==> config.mk <==
export PLATFORM = sky130hd
export DESIGN_NAME = cmp_interval_timer
export DESIGN_NICKNAME = d
export VERILOG_FILES = /design/src/rtl/tmr_pkg.sv /design/src/rtl/tmr_mode_fsm.sv /design/src/rtl/tmr_prescaler.sv /design/src/rtl/tmr_counter.sv /design/src/rtl/tmr_regs.sv /design/src/rtl/cmp_interval_timer.sv
export SDC_FILE = /design/constraint.sdc
export NUM_CORES = 1
export LEC_CHECK = 0
export BUFFER_PORTS_ARGS = -buffer_cell sky130_fd_sc_hd__buf_2
export CAP_MARGIN = 10
export CORE_ASPECT_RATIO = 1.25
export CORE_MARGIN = 2
export CORE_UTILIZATION = 25
export DETAILED_ROUTE_END_ITERATION = 8
export PLACE_DENSITY = 0.45
export SLEW_MARGIN = 20
export SYNTH_ARGS = -nofsm -noshare
export SYNTH_HDL_FRONTEND = slang
export SYNTH_HIERARCHICAL = 1
export SYNTH_SLANG_ARGS = --single-unit
==> constraint.sdc <==
create_clock -name clk -period 2.9 [get_ports clk]
set_clock_uncertainty 0.05 [all_clocks]
set_input_delay 0.58 -clock clk [delete_from_list [all_inputs] [get_ports clk]]
set_output_delay 0.58 -clock clk [all_outputs]
set_load 0.05 [all_outputs]
==> src/rtl/tmr_pkg.sv <==
package tmr_pkg;
    typedef enum logic [1:0] {
        ST_HALT = 2'd0,
        ST_FAST = 2'd1,
        ST_SLOW = 2'd2
    } run_state_t;

    localparam int CB_OUT  = 7;
    localparam int CB_OVF  = 6;
    localparam int CB_CAPH = 5;
    localparam int CB_CAPL = 4;
    localparam int CB_INV  = 3;
    localparam int CB_SELH = 2;
    localparam int CB_SELL = 1;
    localparam int CB_OE   = 0;

    localparam logic [1:0] A_CTRL = 2'd0;
    localparam logic [1:0] A_CMP  = 2'd1;
    localparam logic [1:0] A_CNT  = 2'd2;
endpackage

==> src/rtl/tmr_mode_fsm.sv <==
module tmr_mode_fsm
    import tmr_pkg::*;
(
    input  logic       clk,
    input  logic       rst,
    input  logic [1:0] clk_sel,
    input  logic [1:0] cap_edge,
    output run_state_t state,
    output logic       run,
    output logic       slow,
    output logic       restart
);
    run_state_t next_state;

    always_comb begin
        next_state = ST_HALT;
        if (cap_edge != 2'b00) begin
            unique case (clk_sel)
                2'b00:   next_state = ST_FAST;
                2'b01:   next_state = ST_SLOW;
                default: next_state = ST_HALT;
            endcase
        end
    end

    always_ff @(posedge clk) begin
        if (rst) state <= ST_HALT;
        else     state <= next_state;
    end

    always_comb begin
        run     = 1'b0;
        slow    = 1'b0;
        restart = (next_state != state);
        unique case (state)
            ST_HALT: begin run = 1'b0; slow = 1'b0; end
            ST_FAST: begin run = 1'b1; slow = 1'b0; end
            ST_SLOW: begin run = 1'b1; slow = 1'b1; end
            default: begin run = 1'b0; slow = 1'b0; end
        endcase
    end
endmodule

==> src/rtl/tmr_prescaler.sv <==
module tmr_prescaler #(
    parameter int FAST_LOG2 = 2,
    parameter int SLOW_LOG2 = 6
) (
    input  logic clk,
    input  logic rst,
    input  logic run,
    input  logic slow,
    input  logic restart,
    output logic tick
);
    localparam int PW = SLOW_LOG2;
    localparam logic [PW-1:0] LAST_FAST = PW'((1 << FAST_LOG2) - 1);
    localparam logic [PW-1:0] LAST_SLOW = PW'((1 << SLOW_LOG2) - 1);

    logic [PW-1:0] pre;
    logic [PW-1:0] last;

    assign last = slow ? LAST_SLOW : LAST_FAST;
    assign tick = run && !restart && (pre == last);

    always_ff @(posedge clk) begin
        if (rst || !run || restart) pre <= '0;
        else if (tick)              pre <= '0;
        else                        pre <= pre + 1'b1;
    end


    tick_gap_chk: assert property (@(posedge clk) disable iff (rst)
        tick |=> !tick);
endmodule

==> src/rtl/tmr_counter.sv <==
module tmr_counter
    import tmr_pkg::*;
#(
    parameter int CNT_W = 16
) (
    input  logic             clk,
    input  logic             rst,
    input  logic             tick,
    input  logic [CNT_W-1:0] cmp,
    input  run_state_t       state,
    output logic [CNT_W-1:0] cnt,
    output logic             match_evt,
    output logic             wrap_evt,
    output logic             irq_q
);
    logic [CNT_W-1:0] cnt_nxt;

    assign cnt_nxt   = cnt + 1'b1;
    assign match_evt = tick && (cnt_nxt == cmp);
    assign wrap_evt  = tick && (cnt == {CNT_W{1'b1}});

    always_ff @(posedge clk) begin
        if (rst) begin
            cnt   <= '0;
            irq_q <= 1'b0;
        end else begin
            if (tick) cnt <= cnt_nxt;
            irq_q <= match_evt;
        end
    end


    step_one_chk: assert property (@(posedge clk) disable iff (rst)
        !$stable(cnt) |-> cnt == $past(cnt) + 1'b1);

    halt_hold_chk: assert property (@(posedge clk) disable iff (rst)
        state == ST_HALT |=> cnt == $past(cnt));

    irq_value_chk: assert property (@(posedge clk) disable iff (rst)
        irq_q |-> cnt == $past(cmp));
endmodule

==> src/rtl/tmr_regs.sv <==
module tmr_regs
    import tmr_pkg::*;
#(
    parameter int CNT_W = 16
) (
    input  logic             clk,
    input  logic             rst,
    input  logic             wr_en,
    input  logic [1:0]       addr,
    input  logic [CNT_W-1:0] wr_data,
    input  logic [CNT_W-1:0] cnt,
    input  logic             match_evt,
    input  logic             wrap_evt,
    output logic [CNT_W-1:0] rd_data,
    output logic [CNT_W-1:0] cmp,
    output logic [1:0]       clk_sel,
    output logic [1:0]       cap_edge,
    output logic             out_data,
    output logic             ovf,
    output logic             pin_en
);
    logic inv_en;
    logic ctrl_wr;
    logic [7:0] ctrl_rd;

    assign ctrl_wr = wr_en && (addr == A_CTRL);

    always_ff @(posedge clk) begin
        if (rst) begin
            cmp      <= '0;
            clk_sel  <= 2'b00;
            cap_edge <= 2'b00;
            inv_en   <= 1'b0;
            pin_en   <= 1'b0;
            out_data <= 1'b0;
            ovf      <= 1'b0;
        end else begin
            if (wr_en && addr == A_CMP) cmp <= wr_data;
            if (ctrl_wr) begin
                clk_sel  <= wr_data[CB_SELH:CB_SELL];
                cap_edge <= wr_data[CB_CAPH:CB_CAPL];
                inv_en   <= wr_data[CB_INV];
                pin_en   <= wr_data[CB_OE];
                out_data <= wr_data[CB_OUT];
            end else if (match_evt && inv_en) begin
                out_data <= ~out_data;
            end
            if (wrap_evt)                       ovf <= 1'b1;
            else if (ctrl_wr && !wr_data[CB_OVF]) ovf <= 1'b0;
        end
    end

    always_comb begin
        ctrl_rd = {out_data, ovf, cap_edge, inv_en, clk_sel, pin_en};
        rd_data = '0;
        unique case (addr)
            A_CTRL:  rd_data[7:0] = ctrl_rd;
            A_CMP:   rd_data = cmp;
            A_CNT:   rd_data = cnt;
            default: rd_data = '0;
        endcase
    end


    toggle_on_match_chk: assert property (@(posedge clk) disable iff (rst)
        (match_evt && inv_en && !ctrl_wr) |=> out_data != $past(out_data));

    ovf_sticky_chk: assert property (@(posedge clk) disable iff (rst)
        (ovf && !(ctrl_wr && !wr_data[CB_OVF])) |=> ovf);
endmodule

==> src/rtl/cmp_interval_timer.sv <==
module cmp_interval_timer
    import tmr_pkg::*;
#(
    parameter int CNT_W     = 16,
    parameter int FAST_LOG2 = 2,
    parameter int SLOW_LOG2 = 6
) (
    input  logic             clk,
    input  logic             rst,
    input  logic             wr_en,
    input  logic [1:0]       addr,
    input  logic [CNT_W-1:0] wr_data,
    output logic [CNT_W-1:0] rd_data,
    input  logic             irq_mask,
    output logic             irq,
    output logic             tmr_out,
    output logic             ovf_flag
);
    run_state_t       state;
    logic             run, slow, restart, tick;
    logic [CNT_W-1:0] cnt, cmp;
    logic             match_evt, wrap_evt, irq_q;
    logic [1:0]       clk_sel, cap_edge;
    logic             out_data, ovf, pin_en;

    tmr_regs #(.CNT_W(CNT_W)) u_regs (
        .clk(clk), .rst(rst), .wr_en(wr_en), .addr(addr), .wr_data(wr_data),
        .cnt(cnt), .match_evt(match_evt), .wrap_evt(wrap_evt),
        .rd_data(rd_data), .cmp(cmp), .clk_sel(clk_sel), .cap_edge(cap_edge),
        .out_data(out_data), .ovf(ovf), .pin_en(pin_en)
    );

    tmr_mode_fsm u_fsm (
        .clk(clk), .rst(rst), .clk_sel(clk_sel), .cap_edge(cap_edge),
        .state(state), .run(run), .slow(slow), .restart(restart)
    );

    tmr_prescaler #(.FAST_LOG2(FAST_LOG2), .SLOW_LOG2(SLOW_LOG2)) u_pre (
        .clk(clk), .rst(rst), .run(run), .slow(slow), .restart(restart),
        .tick(tick)
    );

    tmr_counter #(.CNT_W(CNT_W)) u_cnt (
        .clk(clk), .rst(rst), .tick(tick), .cmp(cmp), .state(state),
        .cnt(cnt), .match_evt(match_evt), .wrap_evt(wrap_evt), .irq_q(irq_q)
    );

    assign irq      = irq_q && !irq_mask;
    assign tmr_out  = pin_en && out_data;
    assign ovf_flag = ovf;
endmodule

==> impl_metrics.toml <==
[final_layout]
fin_area_mm2 = 0.003352
layout_common_cells = "nand2_1 (55), dfxtp_1 (48), buf_2 (40)"
syn_to_final_growth_pct = 17.50
drive_gt1_share_pct = 21.90
fin_nets = 407
n_antenna_cell = 0
final_common_cell = "nand2_1"

[global_routing]
grtUsageTotal_pct = 13.16
grt_pass1_vias = 2445
grt_pass1_wl_um = 12750
grt_max_degree = 27
antenna_found_initial = 0
grt.overflow.total = 0

[die]
die_h_um = 123.4
die_area_mm2 = 0.01229
rows = 43
initial_core_util_pct = 25.62
pin_count = 41
die_w_um = 99.55
coreArea_mm2 = 0.01114

[timing]
grt_setup_unrepaired = "no"
slew_headroom_pct = 59.14
whs_ns = 0.4259
setup_viol = 0
hold_viol = 0
fin_crit_sh_pct = 89.72
drv_slew = 0
max_freq_mhz = 384.4
worstMarginPinSlew_ns = 0.6129
post-route-min-period_ns = 2.602
setup_ws_ns = 0.2982
tns_ns = 0

[cts]
hold_buffers = 0
h-tree-depth = 2
cts_tree = "done"
cts_sinks = 49
cts.path.max_buffers = 2
cts_setup_buffers = 0
clk_transition_reported_paths_ns = 0.07
clock_latency_ns = 0.29
tritoncts.num_buffers = 5
cts_root_buffer = "clkbuf_16"

[worst_setup_path]
crit_required_ns = 3.06
path_max_fanout = 7
crit_type = "reg2reg"
end_kind = "flip-flop"
arrival_ns = 2.76
setup.worst_path.start_class = "flip-flop"

[logic_synthesis]
synth-seq-area-share_pct = 34.39
avgSynthCellArea_um2 = 8.366
syn_nets = 370
netlist_area_mm2 = 0.002853
ys_types = 53
synthCells = 341
yosysWarningCount = 6
ys_ff_latch = 49

[pwr]
p_per_area_mw_per_mm2 = 450.3
ir_drop_mv = 0.2074
p_leak_nw = 1.224
total_power_mw = 1.509

[detailed_routing]
drc_errors = 0
via_count = 2507
wl_um = 7824
wl_per_cell_um = 15.22
dr.pass1.iters = 5
via_per_inst = 4.877
drtIter0Drc = 167
ant_nets = 0

[place]
gp_congestion = 0.7950
pre_cts_ws_ns = 0.2301
hpwl_um = 5918
place_area_mm2 = 0.003166
port_buffers = 40

[status]
outcome = "finished clean"

[run]
maxCapViolations = 0

[min_path]
hp-class = "reg2reg"
cell type report:
type                            count  area [um2]
Sequential cell                    49       982.2
Tap cell                          135       168.9
Inverter                            6       22.52
Timing Repair Buffer               51       282.8
Clock inverter                      2       37.54
Multi-Input combinational cell    265        1719
Clock buffer                        6       138.9
Fill cell                        1186        7785
timing repair:
item / CTS / global route
gates resized for setup: 0 / 3
hold endpoints to repair: 0 / 0
setup endpoints to repair: 0 / 1
power breakdown:
part | switching (mW) | internal, mW | leakage [nW]
Clock | 0.260 | 0.431 | 0.0831
Combinational | 0.0742 | 0.0462 | 0.745
Sequential | 0.0143 | 0.684 | 0.397
final timing paths:
| path | start | end | slack (ns) | cells past startpoint |
|---|---|---|---|---|
| setup reg to reg | u_cnt/cnt[0] | u_regs/out_data | 0.30 | 10 |
| hold reg to reg | u_pre/pre[0] | u_pre/pre[0] | 0.43 | 1 |
| setup / recovery | u_cnt/cnt[0] | u_regs/out_data | 0.30 | 10 |
| hold / removal | u_pre/pre[0] | u_pre/pre[0] | 0.43 | 1 |
registers in the layout, indices dropped and copies added (netlist names):
name,count
u_fsm/state,2
u_cnt/irq_q,1
u_regs/out_data,1
u_regs/clk_sel,2
u_regs/inv_en,1
u_regs/cap_edge,2
u_cnt/cnt,16
u_regs/pin_en,1
u_regs/cmp,16
u_pre/pre,6
u_regs/ovf,1
through the flow:
step / util, % / cells
2_1_floorplan: - / 341
3_3_place_gp: 28.42 / 506
3_5_place_dp: 28.42 / 506
4_1_cts: 30.01 / 514
5_1_grt: 30.10 / 514
6_report: 30.10 / 514
cell usage after synthesis (all sizes together):
| library cell | instances | area share, % |
|---|---|---|
| or3 | 4 | 0.88 |
| nor2b | 9 | 2.2 |
| a222oi | 8 | 2.8 |
| o21bai | 1 | 0.66 |
| nor3 | 5 | 0.88 |
| mux2i | 1 | 0.35 |
| and3 | 4 | 0.96 |
| dfxtp | 49 | 34 |
| a311oi | 1 | 0.31 |
| o32ai | 2 | 0.61 |
| a21oi | 25 | 4.8 |
| a2111oi | 1 | 0.53 |
| nor4 | 12 | 3.6 |
| ha | 7 | 3.1 |
| and4 | 2 | 0.61 |
| xor2 | 18 | 5.5 |
| nor4b | 2 | 0.83 |
| buf | 12 | 2.9 |
| o211ai | 1 | 0.26 |
| nor3b | 1 | 0.44 |
| nand3b | 2 | 0.53 |
| a31oi | 2 | 0.44 |
| or3b | 2 | 0.61 |
| and2 | 2 | 0.44 |
| nor2 | 32 | 4.2 |
| o21ai | 6 | 1.1 |
| nand2 | 55 | 7.2 |
| clkbuf | 9 | 1.9 |
| or2 | 3 | 0.66 |
| inv | 6 | 0.79 |
| xnor2 | 22 | 6.8 |
| o21a | 1 | 0.26 |
| nand2b | 2 | 0.44 |
| a22oi | 8 | 2.1 |
| nand3 | 13 | 2.6 |
| a211oi | 2 | 0.53 |
| nand4 | 9 | 2.7 |
critical path, cell delays in order (launching register included):
cell	delay [ns]
dfxtp_1	0.46
ha_1	0.28
nand3_1	0.16
nor2_2	0.27
a31oi_1	0.13
nor4_1	0.27
o211ai_1	0.17
nor4_2	0.29
nand2_1	0.09
xor2_1	0.15
a211oi_1	0.21
kinds of logic after synthesis:
logic type,synth area share [%]
muxes,0.3509
buffers and inverters,5.658
xor gates and xnor gates,12.28
and+or+nand+nor,29.91
adders and majority gates,3.070
AOI/OAI and AO/OA,14.34
DFF,34.39
layer usage:
layer	up-vias	global-route usage (%)	share of wire (%)
met4	0	5.394	2.1
met2	52	23.06	51
met3	11	2.035	3.1
met1	1175	16.05	44
li1	1269	-	-
met5	-	0	0
(Power assumes the default switching activity.)
